--- config.mk ---
export PLATFORM = sky130hd
export DESIGN_NAME = parlat_ctrl
export DESIGN_NICKNAME = d
export VERILOG_FILES = /design/src/rtl/plc_pkg.sv /design/src/rtl/plc_sync.sv /design/src/rtl/plc_ctrl.sv /design/src/rtl/plc_datapath.sv /design/src/rtl/parlat_ctrl.sv
export SDC_FILE = /design/constraint.sdc
export NUM_CORES = 1
export LEC_CHECK = 0
export BUFFER_PORTS_ARGS = -buffer_cell sky130_fd_sc_hd__buf_2
export CORE_UTILIZATION = 45
export DETAILED_ROUTE_END_ITERATION = 6
export GPL_TIMING_DRIVEN = 0
export PLACE_DENSITY_LB_ADDON = 0.05
export REMOVE_ABC_BUFFERS = 1
export SETUP_SLACK_MARGIN = 0.15
export SYNTH_ARGS = -nofsm -noshare
export SYNTH_HDL_FRONTEND = slang
export SYNTH_HIERARCHICAL = 1
export SYNTH_SLANG_ARGS = --single-unit
export TNS_END_PERCENT = 50
--- constraint.sdc ---
create_clock -name clk -period 2.45 [get_ports clk]
set_input_delay 0.3675 -clock clk [delete_from_list [all_inputs] [get_ports clk]]
set_output_delay 0.3675 -clock clk [all_outputs]
set_load 0.005 [all_outputs]
--- src/rtl/plc_pkg.sv ---
package plc_pkg;
  // Strobes from control to datapath, valid in the current clock.
  typedef struct packed {
    logic loadIn;    // capture synchronized data into the input stage
    logic commit;    // copy input stage to output register
    logic clearAll;  // disable active: clear both stages
    logic direct;    // direct mode active: enables follow data
  } plc_strobe_t;
endpackage

--- src/rtl/plc_sync.sv ---
module plc_sync #(
  parameter int W = 1,
  parameter int STAGES = 2,
  parameter logic [W-1:0] RST_VAL = '0
) (
  input  logic         clk,
  input  logic         rst_n,
  input  logic [W-1:0] din,
  output logic [W-1:0] dout
);
  logic [W-1:0] stg [STAGES];

  for (genvar s = 0; s < STAGES; s++) begin : g_stage
    if (s == 0) begin : g_first
      always_ff @(posedge clk or negedge rst_n)
        if (!rst_n) stg[s] <= RST_VAL;
        else        stg[s] <= din;
    end else begin : g_next
      always_ff @(posedge clk or negedge rst_n)
        if (!rst_n) stg[s] <= RST_VAL;
        else        stg[s] <= stg[s-1];
    end
  end

  assign dout = stg[STAGES-1];
endmodule

--- src/rtl/plc_ctrl.sv ---
module plc_ctrl
  import plc_pkg::*;
#(
  parameter int DIRECT_HOLD = 64
) (
  input  logic        clk,
  input  logic        rst_n,
  input  logic        csS,
  input  logic        wrS,
  input  logic        disS,
  output plc_strobe_t strobe
);
  localparam int CNT_W = $clog2(DIRECT_HOLD + 1);
  localparam logic [CNT_W-1:0] HOLD_V = CNT_W'(DIRECT_HOLD);

  logic             csPrev;
  logic [CNT_W-1:0] holdCnt;
  logic             csRise;
  logic             bothLow;

  assign csRise  = csS & ~csPrev;
  assign bothLow = ~csS & ~wrS;

  always_ff @(posedge clk or negedge rst_n)
    if (!rst_n) csPrev <= 1'b1;
    else        csPrev <= csS;

  // Consecutive clocks with select and write low; any select high,
  // write high or disable restarts the qualification.
  always_ff @(posedge clk or negedge rst_n)
    if (!rst_n)                     holdCnt <= '0;
    else if (!disS || !bothLow)     holdCnt <= '0;
    else if (holdCnt != HOLD_V)     holdCnt <= holdCnt + 1'b1;

  always_comb begin
    strobe.loadIn   = bothLow & disS;
    strobe.commit   = csRise & disS;
    strobe.clearAll = ~disS;
    strobe.direct   = (holdCnt == HOLD_V);
  end
endmodule

--- src/rtl/plc_datapath.sv ---
module plc_datapath
  import plc_pkg::*;
#(
  parameter int DATA_W = 8
) (
  input  logic              clk,
  input  logic              rst_n,
  input  logic              disN,
  input  logic [DATA_W-1:0] dataS,
  input  plc_strobe_t       strobe,
  output logic [DATA_W-1:0] outEn,
  output logic              commitPulse
);
  logic [DATA_W-1:0] inStage;
  logic [DATA_W-1:0] outReg;
  logic              pulseQ;

  always_ff @(posedge clk or negedge rst_n)
    if (!rst_n)               inStage <= '0;
    else if (strobe.clearAll) inStage <= '0;
    else if (strobe.loadIn)   inStage <= dataS;

  always_ff @(posedge clk or negedge rst_n)
    if (!rst_n)               outReg <= '0;
    else if (strobe.clearAll) outReg <= '0;
    else if (strobe.commit)   outReg <= inStage;

  always_ff @(posedge clk or negedge rst_n)
    if (!rst_n) pulseQ <= 1'b0;
    else        pulseQ <= strobe.commit;

  // Per-bit output gate: raw disable overrides, then mode select.
  for (genvar i = 0; i < DATA_W; i++) begin : g_bit
    assign outEn[i] = disN & (strobe.direct ? dataS[i] : outReg[i]);
  end

  assign commitPulse = pulseQ;
endmodule

--- src/rtl/parlat_ctrl.sv ---
module parlat_ctrl
  import plc_pkg::*;
#(
  parameter int DATA_W      = 8,
  parameter int SYNC_STAGES = 2,
  parameter int DIRECT_HOLD = 64
) (
  input  logic              clk,
  input  logic              rst_n,
  input  logic              csN,
  input  logic              wrN,
  input  logic              disN,
  input  logic [DATA_W-1:0] dataIn,
  output logic [DATA_W-1:0] outEn,
  output logic              commitPulse,
  output logic              directMode
);
  logic [2:0]        ctlS;
  logic [DATA_W-1:0] dataS;
  plc_strobe_t       strobe;

  plc_sync #(.W(3), .STAGES(SYNC_STAGES), .RST_VAL(3'b111)) i_ctlSync (
    .clk(clk), .rst_n(rst_n), .din({csN, wrN, disN}), .dout(ctlS)
  );

  plc_sync #(.W(DATA_W), .STAGES(SYNC_STAGES), .RST_VAL('0)) i_dataSync (
    .clk(clk), .rst_n(rst_n), .din(dataIn), .dout(dataS)
  );

  plc_ctrl #(.DIRECT_HOLD(DIRECT_HOLD)) i_ctrl (
    .clk(clk), .rst_n(rst_n),
    .csS(ctlS[2]), .wrS(ctlS[1]), .disS(ctlS[0]),
    .strobe(strobe)
  );

  plc_datapath #(.DATA_W(DATA_W)) i_dp (
    .clk(clk), .rst_n(rst_n), .disN(disN), .dataS(dataS),
    .strobe(strobe), .outEn(outEn), .commitPulse(commitPulse)
  );

  assign directMode = strobe.direct;
endmodule

=== After elaboration in Yosys (flattened, before gate mapping) ===
Cells that the tools add are included.

* Output and inout bits: 10
* Bits of input ports: 13
* Bits in registers: 47

* $add $sub $neg: 1
* Reductions and logical operators: 4
* Eq/ne operators: 4
* Bitwise gates (word level): 15
* Muxes and demuxes: 14

{| class="wikitable"
|+ Operators by type and width
! cell !! count
|-
| two-way mux 8 bit || 4
|-
| two-way mux 7 bit || 2
|-
| AND 1 bit || 12
|-
| two-way mux 1 bit || 8
|-
| adder 7 x 1 -> 7 bit, second input constant || 1
|-
| == test 7 bit, second input constant || 1
|-
| != test 7 bit, second input constant || 1
|-
| != test 2 x 1 -> 1 bit, second input constant || 2
|-
| inverter 1 bit || 3
|-
| logical NOT 1 bit || 2
|-
| nonzero test 2 bit || 1
|-
| logical OR 1 bit || 1
|}

=== Longest topological paths before layout ===
* Depth after elaboration: 5
* Mapped depth: 7
* Mapped depth without buffers: 6

=== Modules after synthesis ===
The synthesis kept the hierarchy.

{| class="wikitable"
|+ By module, submodules not included
! module !! area an instance (um^2) !! cells each !! times used !! seq. area each (um^2)
|-
| plc_datapath || 825.8 || 70 || 1 || 425.4
|-
| plc_sync (i_dataSync) || 460.4 || 24 || 1 || 400.4
|-
| plc_ctrl || 412.9 || 43 || 1 || 201.4
|-
| plc_sync (i_ctlSync) || 180.2 || 9 || 1 || 157.7
|}

=== Worst setup path after synthesis ===
No wires, ideal clock.

* Kind: register -> output
* Start: reg i_ctrl.holdCnt[3]
* End: out outEn[0]
* Required time: 2082 ps
* Stages on the path, launching flop included: 6
* Data arrival time: 1333 ps
* Setup slack: 749 ps
* Path buffers: 1
* Cells stage by stage: dfrtp_1 -> nor4_1 -> and2_2 -> buf_6 -> mux2i_1 -> nor2b_1

* Longest elaborated chain between the ends: 3

{| class="wikitable"
|+ RTL lines
! what !! line !! RTL
|-
| from (decl) || plc_ctrl.sv:17 || <nowiki>logic [CNT_W-1:0] holdCnt;</nowiki>
|-
| from (signal assigned) || plc_ctrl.sv:33 || <nowiki>else if (holdCnt != HOLD_V) holdCnt <= holdCnt + 1'b1;</nowiki>
|-
| == test 7 bit || plc_ctrl.sv:39 || <nowiki>strobe.direct = (holdCnt == HOLD_V);</nowiki>
|-
| net directMode || parlat_ctrl.sv:16 || <nowiki>output logic directMode</nowiki>
|-
| two-way mux 1 bit || plc_datapath.sv:34 || <nowiki>assign outEn[i] = disN & (strobe.direct ? dataS[i] : outReg[i]);</nowiki>
|-
| AND 1 bit || plc_datapath.sv:34 ||
|-
| to (decl) || parlat_ctrl.sv:14 || <nowiki>output logic [DATA_W-1:0] outEn,</nowiki>
|}

The timed path passes the listed nets, and every way through them passes these cells.

=== Final worst setup path ===
* Start: reg i_ctrl.holdCnt[3]
* End: out outEn[3]

* Longest elaborated chain between the ends: 3

{| class="wikitable"
|+ RTL lines
! what !! line
|-
| == test 7 bit || plc_ctrl.sv:39
|-
| two-way mux 1 bit || plc_datapath.sv:34
|-
| AND 1 bit || plc_datapath.sv:34
|}

Every way passes these cells.

==> results.ini <==
[logic_synthesis]
ys_seq_area_share_pct = 63.0
yosys-top-cells-area = dfrtp_1, mux2i_1, dfstp_2
synthAdderAreaFrac_pct = 1.33
ys_ff_latch = 47
ys_warn_count = 6
synthSimpleGateAreaFrac_pct = 11.7
synth_top_family_by_area = multiplexers
synth.avg_cell_area_um2 = 12.9
synthCells = 146
yosysTopAreaCell = dfrtp_1
synth-compound-area-share_pct = 1.60
synthXorXnorAreaFrac_pct = 0.932
ys_types = 24
netlist_area_um2 = 1880
synth_top_area_share_pct = 53.3
synth_mux_area_share_pct = 13.3

[global_routing]
track_usage_pct = 15.5
grt-ovfl-total = 0
grt_antenna_before_repair = 0
grt_start_max_net_pins = 48
first_global_vias = 1026
grt_pass1_wl_um = 4840

[setup_path]
reg2reg_from = i_ctlSync/dout[2]
cp-end-kind = output pin
critPathMaxFanout = 6
worst-endpoint-required_ns = 2.08
arrival_ns = 1.80
r2r-end = i_dp/outReg[1]
reg2regPathDepth = 4
startpoint_type = flop
rrSetupSlack_ns = 0.52
criticalPathCategory = reg -> out

[min_path]
min_path_type = in -> reg
hold_path_end = i_ctlSync/stg[4]
whs_path_depth = 1
min_from = wrN

[clocking]
clk_pin_slew_ns = 0.07
cts_tree = yes
cts_buffer_depth = 2
cts.sinks = 47
insertion_delay_ns = 0.29
htree_levels = 2
cts-root-buf = clkbuf_8
cts_made_buffers = 5

[floorplan]
start_util_pct = 47.0
die_h_um = 66.6
die_w_um = 66.6
die-area_um2 = 4440
num_io_pins = 23
fp-row-count = 23
core_area_um2 = 4000

[route]
wire_per_inst_um = 14.4
drc = 0
drt-total-wl_um = 3090
antenna_left = 0
via_per_inst = 4.85
first_iter_violations = 32
drt_pass1_iterations = 4
num_vias = 1037

[finish]
final_cell_mix = dfrtp_1, mux2i_1, buf_2
layout_commonest_cell = dfrtp_1
ff_latch_area_um2 = 1180
drive_above_1_share_pct = 26.8
layout.nets = 178
multi_input_area_um2 = 566
finish.utilization_pct = 51.6
syn2layout_area_growth_pct = 9.92
n_fill_cell = 350
layoutNonFillerInstCount = 214
antenna_cells = 0

[timing]
drv_slew = 0
final-setup-viol-count = 0
fin_crit_ns = 2.17
setup_slack_ns = 0.278
rsz0062_at_grt = false
period_share_pct = 88.7
fin_setup_tns_ns = 0
relSlewSlack_pct = 22.8
clock.fmax_mhz = 460
tightest_slew_ns = 1.15
clock_skew_ns = 0.00436
timing_hold_violations_final = 0

[place]
hpwl_um = 1840
dp_cells = 202
port_buffers = 22
place.gp.congestion = 0.737
pre_cts_slack_ns = 0.434

[run]
cap_violations = 0

[power]
total_power_mw = 1.36
peakVddDrop_uv = 461
leakagePower_nw = 0.924
power.density_nw_per_um2 = 657

[status]
status = finished, final reports clean

[timing repair]
action | CTS | global route
endpoints found under the setup margin | 8 | 8
hold buffers | 0 | 0
pin swaps | 0 | 1
gates cloned | 0 | 1
setup buffers | 0 | 3
gates resized for setup | 1 | 2
[per-layer routing]
metal  global-route usage, %  wire length (µm)  up-vias
met2                    24.9              1550       16
met3                    5.14                99        2
met1                    19.2              1420      519
li1                        -                 -      500
met4                    6.38                18        0
met5                       0                 0        -
[logic make-up (layout without fill, tap and decap cells)]
kind of cell               after synthesis  count (layout)
buffers and inverters                   20              37
and+or+nand+nor                         44              45
AOI/OAI and AO/OA                        6               6
adders and majority gates                2               2
xor gates and xnor gates                 2               2
muxes                                   25              25
DFF                                     47              47
[report_power, final]
part | total (mW) | leakage, nW | internal (mW) | switching [mW]
combinational | 0.0569 | 0.280 | 0.0204 | 0.0365
sequential | 0.816 | 0.592 | 0.806 | 0.0108
clock | 0.484 | 0.0515 | 0.257 | 0.226
[final cells by class]
class                   instances  area share [%]
clock buffers                   8            4.85
flip-flops and latches         47            57.4
repair buffers                 25            6.42
inverters                       4           0.969
multi-input cells              80            27.4
well taps                      50            3.03
[critical path, cell delays in order, from the launching register on]
cell	delay, ns
dfrtp_1	0.45
nor4_4	0.37
and2_4	0.30
mux2i_1	0.20
nor2b_1	0.08
buf_2	0.12
[cells in the mapped netlist, drive strengths merged]
library cell / count
dfrtp: 40
nor4: 1
clkinv: 1
inv: 3
clkbuf: 1
o21ai: 4
and2: 2
nor2: 19
xor2: 2
nand3b: 2
nand4: 1
mux2i: 25
ha: 2
dfstp: 7
a21oi: 2
nor2b: 8
buf: 15
nand2: 6
or3: 3
nand3: 2
[sequential cells by signal, summed over array words and instances, names as in the netlist]
| name | count |
|---|---|
| i_dataSync/dout | 8 |
| i_dataSync/stg | 8 |
| i_dp/inStage | 8 |
| i_dp/outReg | 8 |
| i_ctrl/holdCnt | 7 |
| i_ctlSync/dout | 3 |
| i_ctlSync/stg | 3 |
| i_ctrl/csPrev | 1 |
| i_dp/commitPulse | 1 |
[worst max-delay path by stage]
stage,start,to,slack (ns),cells past startpoint
4_1_cts,i_ctrl/holdCnt[3],outEn[3],0.19,5
3_5_place_dp,i_ctrl/holdCnt[3],outEn[3],0.43,5
5_1_grt,i_ctrl/holdCnt[3],outEn[6],0.15,5
2_1_floorplan,i_ctrl/holdCnt[3],outEn[0],0.75,4
6_report,i_ctrl/holdCnt[3],outEn[3],0.28,5
3_3_place_gp,i_ctrl/holdCnt[3],outEn[3],0.42,5
[stage by stage]
stage | hold WS (ns) | instance area (µm²)
global route | 0.154 | 2070
detailed placement | 0.337 | 1920
CTS | 0.160 | 2020
floorplan | 0.0719 | 1750
finish | 0.175 | 2070
global placement | 0.333 | 1920
Note: power is estimated with default switching activity, not from simulation.
